### src/rtl/rpalu_pkg.sv
package rpalu_pkg;

   // gate kinds
   localparam int GK_DUP   = 0;   // (c,x,y) -> (c, c^x, c^y)
   localparam int GK_CSWAP = 1;   // (c,x,y) -> (c, c?y:x, c?x:y)

   // gates and lines of one bit slice
   localparam int SLICE_GATES   = 18;
   localparam int SLICE_LINES   = SLICE_GATES * 3;
   localparam int SLICE_GARBAGE = 24;

   // operation encoding
   localparam logic [1:0] OP_AND = 2'b00;
   localparam logic [1:0] OP_OR  = 2'b01;
   localparam logic [1:0] OP_XOR = 2'b10;
   localparam logic [1:0] OP_ADD = 2'b11;

endpackage

### src/rtl/rpalu_gate.sv
module rpalu_gate
   import rpalu_pkg::*;
#(
   parameter int KIND = GK_DUP
) (
   input  logic [2:0] in,     // in[0] is the control line
   input  logic [2:0] flip,   // test inversion of each output
   output logic [2:0] out,
   output logic       perr    // input parity differs from output parity
);

   logic [2:0] raw;

   generate
      if (KIND == GK_DUP) begin : g_dup
         assign raw = {in[0] ^ in[2], in[0] ^ in[1], in[0]};
      end else if (KIND == GK_CSWAP) begin : g_cswap
         assign raw = in[0] ? {in[1], in[2], in[0]} : in;
      end else begin : g_bad
         $error("rpalu_gate: unknown KIND %0d", KIND);
         assign raw = in;
      end
   endgenerate

   assign out  = raw ^ flip;
   assign perr = (^in) ^ (^out);

endmodule

### src/rtl/rpalu_slice.sv
module rpalu_slice
   import rpalu_pkg::*;
(
   input  logic [1:0]               op,
   input  logic                     a,
   input  logic                     b,
   input  logic                     cin,
   input  logic [SLICE_LINES-1:0]   flip,
   output logic                     res,
   output logic                     cout,
   output logic [SLICE_GARBAGE-1:0] garb,
   output logic                     perr
);

   logic [2:0]             g [SLICE_GATES];
   logic [SLICE_GATES-1:0] pe;

   // copies of the operands and select bits
   rpalu_gate #(.KIND(GK_DUP))   u_g0  (.in({1'b0, 1'b0, a}),            .flip(flip[0*3 +: 3]),  .out(g[0]),  .perr(pe[0]));
   rpalu_gate #(.KIND(GK_DUP))   u_g1  (.in({1'b0, 1'b0, b}),            .flip(flip[1*3 +: 3]),  .out(g[1]),  .perr(pe[1]));
   rpalu_gate #(.KIND(GK_DUP))   u_g2  (.in({1'b0, 1'b0, op[0]}),        .flip(flip[2*3 +: 3]),  .out(g[2]),  .perr(pe[2]));
   rpalu_gate #(.KIND(GK_DUP))   u_g3  (.in({1'b0, 1'b0, g[2][0]}),      .flip(flip[3*3 +: 3]),  .out(g[3]),  .perr(pe[3]));
   rpalu_gate #(.KIND(GK_DUP))   u_g4  (.in({1'b0, 1'b0, op[1]}),        .flip(flip[4*3 +: 3]),  .out(g[4]),  .perr(pe[4]));

   // carry-in gated by op[0]: zero for XOR, passed for ADD
   rpalu_gate #(.KIND(GK_CSWAP)) u_g5  (.in({cin, 1'b0, g[2][1]}),       .flip(flip[5*3 +: 3]),  .out(g[5]),  .perr(pe[5]));

   // logic functions: g6[2] = a&b, g7[2] = a|b
   rpalu_gate #(.KIND(GK_CSWAP)) u_g6  (.in({1'b0, g[1][1], g[0][1]}),   .flip(flip[6*3 +: 3]),  .out(g[6]),  .perr(pe[6]));
   rpalu_gate #(.KIND(GK_CSWAP)) u_g7  (.in({g[1][2], 1'b1, g[0][2]}),   .flip(flip[7*3 +: 3]),  .out(g[7]),  .perr(pe[7]));

   // shared full adder
   rpalu_gate #(.KIND(GK_DUP))   u_g8  (.in({1'b0, g[1][0], g[0][0]}),   .flip(flip[8*3 +: 3]),  .out(g[8]),  .perr(pe[8]));
   rpalu_gate #(.KIND(GK_DUP))   u_g9  (.in({1'b0, 1'b0, g[5][1]}),      .flip(flip[9*3 +: 3]),  .out(g[9]),  .perr(pe[9]));
   rpalu_gate #(.KIND(GK_DUP))   u_g10 (.in({1'b0, g[9][1], g[8][1]}),   .flip(flip[10*3 +: 3]), .out(g[10]), .perr(pe[10]));
   rpalu_gate #(.KIND(GK_CSWAP)) u_g11 (.in({g[9][2], g[8][0], g[10][2]}), .flip(flip[11*3 +: 3]), .out(g[11]), .perr(pe[11]));
   rpalu_gate #(.KIND(GK_DUP))   u_g12 (.in({1'b0, 1'b0, g[10][1]}),     .flip(flip[12*3 +: 3]), .out(g[12]), .perr(pe[12]));

   // 4:1 selector from three controlled swaps
   rpalu_gate #(.KIND(GK_CSWAP)) u_g13 (.in({g[7][2], g[6][2], g[2][2]}),   .flip(flip[13*3 +: 3]), .out(g[13]), .perr(pe[13]));
   rpalu_gate #(.KIND(GK_CSWAP)) u_g14 (.in({g[12][2], g[12][1], g[3][0]}), .flip(flip[14*3 +: 3]), .out(g[14]), .perr(pe[14]));
   rpalu_gate #(.KIND(GK_CSWAP)) u_g15 (.in({g[14][1], g[13][1], g[4][0]}), .flip(flip[15*3 +: 3]), .out(g[15]), .perr(pe[15]));

   // carry out only for ADD
   rpalu_gate #(.KIND(GK_CSWAP)) u_g16 (.in({g[11][1], 1'b0, g[3][1]}),  .flip(flip[16*3 +: 3]), .out(g[16]), .perr(pe[16]));
   rpalu_gate #(.KIND(GK_CSWAP)) u_g17 (.in({g[16][1], 1'b0, g[4][1]}),  .flip(flip[17*3 +: 3]), .out(g[17]), .perr(pe[17]));

   assign res  = g[15][1];
   assign cout = g[17][1];
   assign perr = ^pe;

   assign garb = {g[3][2],  g[4][2],  g[5][0],  g[5][2],  g[6][1:0], g[7][1:0],
                  g[8][2],  g[9][0],  g[10][0], g[11][0], g[11][2],  g[12][0],
                  g[13][0], g[13][2], g[14][0], g[14][2], g[15][0],  g[15][2],
                  g[16][0], g[16][2], g[17][0], g[17][2]};

   // functional checks while this slice is fault-free
   always_comb begin
      if (flip == '0) begin
         if (op == OP_AND) assert_and_R2 : assert (res == (a & b));
         if (op == OP_OR)  assert_or_R3  : assert (res == (a | b));
         if (op == OP_XOR) assert_xor_R4 : assert (res == (a ^ b));
      end
   end

endmodule

### src/rtl/rpalu.sv
module rpalu
   import rpalu_pkg::*;
#(
   parameter  int WIDTH = 4,
   localparam int NLINE = WIDTH * SLICE_LINES,
   localparam int IDX_W = $clog2(NLINE + 1),
   localparam int NGARB = WIDTH * SLICE_GARBAGE
) (
   input  logic             clk,
   input  logic             rst,
   input  logic [1:0]       op,
   input  logic [WIDTH-1:0] a,
   input  logic [WIDTH-1:0] b,
   input  logic             cin,
   input  logic             inj_en,
   input  logic [IDX_W-1:0] inj_line,
   output logic [WIDTH-1:0] y,
   output logic             cout,
   output logic             fault,
   output logic [NGARB-1:0] garbage
);

   generate
      if (WIDTH < 1) begin : g_chk_w
         $error("rpalu: WIDTH must be at least 1");
      end
   endgenerate

   logic [NLINE-1:0] mask;
   logic [WIDTH:0]   carry;
   logic [WIDTH-1:0] res_d;
   logic [WIDTH-1:0] perr;
   logic [NGARB-1:0] garb_d;

   // one-hot inversion mask; codes at or beyond NLINE invert nothing
   for (genvar k = 0; k < NLINE; k++) begin : g_mask
      assign mask[k] = inj_en && (inj_line == IDX_W'(k));
   end

   assign carry[0] = cin;

   for (genvar i = 0; i < WIDTH; i++) begin : g_slice
      rpalu_slice u_slice (
         .op   (op),
         .a    (a[i]),
         .b    (b[i]),
         .cin  (carry[i]),
         .flip (mask[i*SLICE_LINES +: SLICE_LINES]),
         .res  (res_d[i]),
         .cout (carry[i+1]),
         .garb (garb_d[i*SLICE_GARBAGE +: SLICE_GARBAGE]),
         .perr (perr[i])
      );
   end

   always_ff @(posedge clk) begin
      if (rst) begin
         y       <= '0;
         cout    <= 1'b0;
         fault   <= 1'b0;
         garbage <= '0;
      end else begin
         y       <= res_d;
         cout    <= carry[WIDTH];
         fault   <= ^perr;
         garbage <= garb_d;
      end
   end

   assert_sum_R5 : assert property (@(posedge clk) disable iff (rst)
      (!$past(rst) && !$past(inj_en) && $past(op) == OP_ADD) |->
      ({cout, y} == $past({1'b0, a} + {1'b0, b} + {{WIDTH{1'b0}}, cin})));

   assert_cout_quiet_R6 : assert property (@(posedge clk) disable iff (rst)
      (!$past(rst) && !$past(inj_en) && $past(op) != OP_ADD) |-> !cout);

   assert_clean_R8 : assert property (@(posedge clk) disable iff (rst)
      (!$past(rst) && !$past(inj_en)) |-> !fault);

   assert_detect_R9 : assert property (@(posedge clk) disable iff (rst)
      (!$past(rst) && $past(inj_en) && ($past(inj_line) < IDX_W'(NLINE))) |-> fault);

endmodule

### config.mk
export PLATFORM = sky130hd
export DESIGN_NAME = rpalu
export DESIGN_NICKNAME = d
export VERILOG_FILES = /design/src/rtl/rpalu_pkg.sv /design/src/rtl/rpalu_gate.sv /design/src/rtl/rpalu_slice.sv /design/src/rtl/rpalu.sv
export SDC_FILE = /design/constraint.sdc
export NUM_CORES = 1
export LEC_CHECK = 0
export ABC_AREA = 1
export BUFFER_PORTS_ARGS = -buffer_cell sky130_fd_sc_hd__clkbuf_2
export CORE_MARGIN = 10
export CORE_UTILIZATION = 55
export CTS_BUF_LIST = sky130_fd_sc_hd__clkbuf_2
export DETAILED_ROUTE_END_ITERATION = 10
export GPL_ROUTABILITY_DRIVEN = 0
export GPL_TIMING_DRIVEN = 0
export PLACE_DENSITY_LB_ADDON = 0.2
export SLEW_MARGIN = 20
export SYNTH_ARGS = -nofsm -noshare
export SYNTH_HDL_FRONTEND = slang
export SYNTH_HIERARCHICAL = 1
export SYNTH_SLANG_ARGS = --single-unit
### constraint.sdc
create_clock -name clk -period 20 [get_ports clk]
set_input_delay 1 -clock clk [delete_from_list [all_inputs] [get_ports clk]]
set_output_delay 1 -clock clk [all_outputs]
set_load 0.02 [all_outputs]
==> After elaboration in Yosys (flattened, before gate mapping) <==
Index checks and enable logic that the tools add are counted.
{ "classes": {"add_sub_neg": 0, "mul": 0, "n_div": 0, "order_cmp": 0, "n_eq_ne": 215, "n_shift": 0, "muxes": 36, "n_bitwise": 152, "n_reduce_logical": 360} }
{ "op_table": {"columns": ["operator", "n"], "rows": [
  ["== test 8 bit, second input constant", 88],
  ["== test 8 x 7 -> 1 bit, second input constant", 64],
  ["XOR reduction 3 bit", 138],
  ["== test 8 x 6 -> 1 bit, second input constant", 32],
  ["logical AND 1 bit", 216],
  ["bitwise XOR 3 bit", 72],
  ["== test 8 x 5 -> 1 bit, second input constant", 16],
  ["2-to-1 mux 3 bit", 36],
  ["bitwise XOR 1 bit", 80],
  ["XOR reduction 18 bit", 4],
  ["== test 8 x 4 -> 1 bit, second input constant", 8],
  ["== test 8 x 3 -> 1 bit, second input constant", 4],
  ["== test 8 x 2 -> 1 bit, second input constant", 2],
  ["== test 8 x 1 -> 1 bit, second input constant", 1],
  ["zero test 8 bit", 1],
  ["XOR reduction 4 bit", 1]
]} }
{ "totals": {"regBits": 102, "latchBits": 0, "ram_bits": 0, "mem_bits_ro": 0, "output_inout_bits": 102, "elab_cells": 767, "memories": 0} }

==> Logic depth before layout (Yosys ltp) <==
{ "logic_depth": {"depth_word": 51, "mapped_depth": 116} }

==> By module <==
The synthesis kept the hierarchy.
{ "by_module_without_submodules": {"columns": ["mod", "instances", "cells_per_inst", "area_per_inst_um2", "seq_area_each_um2"], "rows": [
  ["rpalu_gate (g_slice[0].u_slice.u_g11 ...)", 36, 40, 198.9, 0.0],
  ["rpalu", 1, 653, 4181.5, 2042.0],
  ["rpalu_gate (g_slice[0].u_slice.u_g0 ...)", 36, 25, 105.1, 0.0],
  ["rpalu_slice", 4, 112, 452.9, 0.0]
]} }

==> Worst setup path after synthesis <==
No wires, ideal clock.
{ "synth_path": {"path_kind": "input-to-reg", "startpoint": "input inj_line[5]", "endpoint": "register fault", "arrival_ps": 9888, "required_ps": 19870, "slack_ps": 9982, "stages": 108, "path_cell_list": "nor2_1 > nand3_1 > clkbuf_1 > nor2_1 > xor2_1 > or2_1 > nand2_1 > nand2_1 > nand2_1 > nand2_1 > nand2_1 > nand2_1 > nand2_1 > inv_2 > nand2_1 > nand3_2 > nand2_2 > inv_1 > (+72 left out) > nand2_1 > inv_1 > nand2_1 > nand2_2 > nand2_1 > nand2_1 > inv_1 > nand2_1 > nand2_1 > nand2_1 > nand2_1 > nand2_1 > nand2_1 > inv_1 > nand2_1 > nand2_1 > nand2_1 > a21oi_1"} }
{ "synth_lines": {"columns": ["element", "line_no", "source"], "rows": [
  ["from (decl)", "rpalu.sv:16", "input logic [IDX_W-1:0] inj_line,"],
  ["to (signal assigned)", "rpalu.sv:65", "fault <= ^perr;"],
  ["to (decl)", "rpalu.sv:19", "output logic fault,"]
]} }

==> results.yml <==
power_and_ir_drop:
  power_leakage_nw: 11.3
  cell_internal_power_mw: 0.413
  power.switching_mw: 0.452
  p_comb_frac: 0.635
  power_density_nw_per_um2: 45.8
  netSwitchingFraction: 0.523
  largest_voltage_drop_on_the_vdd_net_mv: 0.0323
  design_power_total_mw: 0.865
  power.share.sequential: 0.261
  share_of_total_power_in_the_clock_network: 0.104
setup_path:
  worst_path_largest_cell_delay_ps: 430
  critical-path-top-cell-by-count: "nand2_1"
  critical-path-slowest-cell: "xor2_1"
  cp_max_fo: 10
  worstSetupEndpointType: "flip-flop"
  worst_setup_path_start_kind: "input pin"
  crit_type: "input pin to flip-flop"
  cp.arrival_ps: 12360
  cp_data_required_time_ps: 20670
route:
  post_drt_via_cell_ratio: 4.69
  final_antenna_net_count: 0
  via_count: 19573
  avgRoutedWirePerCell_um: 11.2
  route.final.wire_length_um: 47000
  remaining_drc_errors: 0
  dr.pass1.iters: 6
  initial_detailed_routing_violation_count: 1424
floorplan:
  floorplan.rows: 64
  chipWidth_um: 195
  die_height_um: 195
  initial_utilization: 0.555
  fp.coreArea_um2: 30500
  pin_count: 124
  die_area_um2: 38200
placed_design:
  portBuffers: 121
  detailed_place.area_um2: 18800
  detailed_place_hpwl_um: 37200
clock_network:
  cts_tree: "done"
  cts_made_buffers: 9
  cts_max_path_buffers: 2
  ctsResizeCount: 0
  cts.sink_count: 102
  cts.htree.levels: 3
  post-cts-setup-buffers: 0
  clkSlewWorstSetupHoldPaths_ps: 250
  clk_root_buffer_cell: "clkbuf_2"
  cts-hold-fix-buffers: 0
logic_synthesis:
  mappedNetlistArea_um2: 16900
  syn_area_per_cell_um2: 4.92
  ys.warnings.count: 6
  ys_types: 18
  yosys_register_bits: 102
  syn-instance-count: 3441
  synth.yosys.seq_area_share: 0.121
cells_and_area:
  num-nets-final: 3795
  area_growth_syn_to_layout_pct: 11.4
  layout.cell_area.non_filler_um2: 18900
  drive_above_1_share: 0.129
  mostFrequentLayoutCell: "nand2_1"
  most-common-layout-cells: "nand2_1, inv_1, nand3_1"
timing:
  worst-slew-pin-transition_ps: 1240
  period_share: 0.585
  hold_slack_ps: 708
  grt_setup_unrepaired: "no"
  slew-limit-headroom: 0.174
  setup_viol_count_final: 0
  final-hold-violation-count: 0
  clock_period_minus_worst_slack_ps: 11700
  finalMaxSlewViolations: 0
  maxClockFrequency_mhz: 85.5
  tns_ps: 0
global_routing:
  pin_count_of_the_biggest_net_entering_global_routing: 21
  grt_pass1_wl_um: 77200
  grt_antenna_before_repair: 4
  grtUsageTotal: 0.241
  residual_overflow_from_global_routing: 0
  grt_pass1_vias: 16966
flow_run:
  cap_viol_max_count: 0
worst_hold_path:
  hp-class: "input pin to flip-flop"
status:
  status: "completed"
## power groups by stage
| stage | Sequential, mW | Clock, mW | Combinational, mW |
|---|---|---|---|
| 6_report | 0.226 | 0.0895 | 0.549 |
| 5_1_grt | 0.228 | 0.101 | 0.634 |
| 4_1_cts | 0.226 | 0.0964 | 0.545 |
| 3_5_place_dp | 0.230 | 0 | 0.543 |
| 3_3_place_gp | 0.230 | 0 | 0.538 |
| 2_1_floorplan | 0.253 | 0 | 0.412 |
## logic make-up (layout without fill, tap and decap cells)
family / count (synthesis) / count (layout) / synth area share
simple gates: 2588 / 2588 / 0.688
buf+inv: 662 / 798 / 0.148
flops: 102 / 102 / 0.121
xor+xnor: 80 / 80 / 0.0414
other cells: 8 / 212 / 0.00177
compound gates: 1 / 1 / 0.000295
## synthesized netlist by cell type, drive strengths merged
cell type / number / area [µm²]
a21oi: 1 / 5.00
buf: 16 / 80.1
clkbuf: 26 / 97.6
conb: 8 / 30.0
dfxtp: 102 / 2040
inv: 620 / 2330
nand2: 1683 / 6660
nand3: 496 / 3200
nand3b: 36 / 270
nor2: 337 / 1300
or2: 36 / 225
xnor2: 8 / 70.1
xor2: 72 / 631
## metrics by stage
| step | std cells | util | setup WS [ps] |
|---|---|---|---|
| detailed placement | 4158 | 0.616 | 7690 |
| global route | 4177 | 0.619 | 6710 |
| finish | 4177 | 0.619 | 8300 |
| floorplan | 3641 | - | 9980 |
| global placement | 4158 | 0.616 | 7700 |
| CTS | 4173 | 0.618 | 8490 |
## final cells by class
cell class | count | area (µm²)
Multi-Input combinational cell | 2877 | 13100
Fill cell | 3241 | 11600
Inverter | 620 | 2330
Sequential cell | 102 | 2040
Timing Repair Buffer | 121 | 606
Tap cell | 396 | 495
Buffer | 42 | 178
Clock buffer | 10 | 50.0
Clock inverter | 5 | 27.5
Antenna cell | 4 | 10.0
## critical path, delay by kind of cell
kind            cells  cell delay [ps]
simple gates       86             8740
buf+inv            19             1890
xor+xnor            1              430
compound gates      1              240
## state kept, by name, indices dropped and copies added, names as in the netlist
signal and count:
y 4, fault 1, garbage 96, cout 1
## metal layers
metal | vias up | routed length [µm] | track usage
met2 | 456 | 21100 | 0.410
li1 | 10711 | - | -
met3 | 78 | 3070 | 0.0327
met5 | - | 0 | 0
met4 | 0 | 1350 | 0.0885
met1 | 8328 | 21400 | 0.303
## worst paths after layout
kind	startpoint	to	slack [ps]	cells after the start
min	cin	garbage[20]	710	6
max	inj_line[5]	fault	8300	107
No activity file was read; power rests on OpenSTA's default activity.
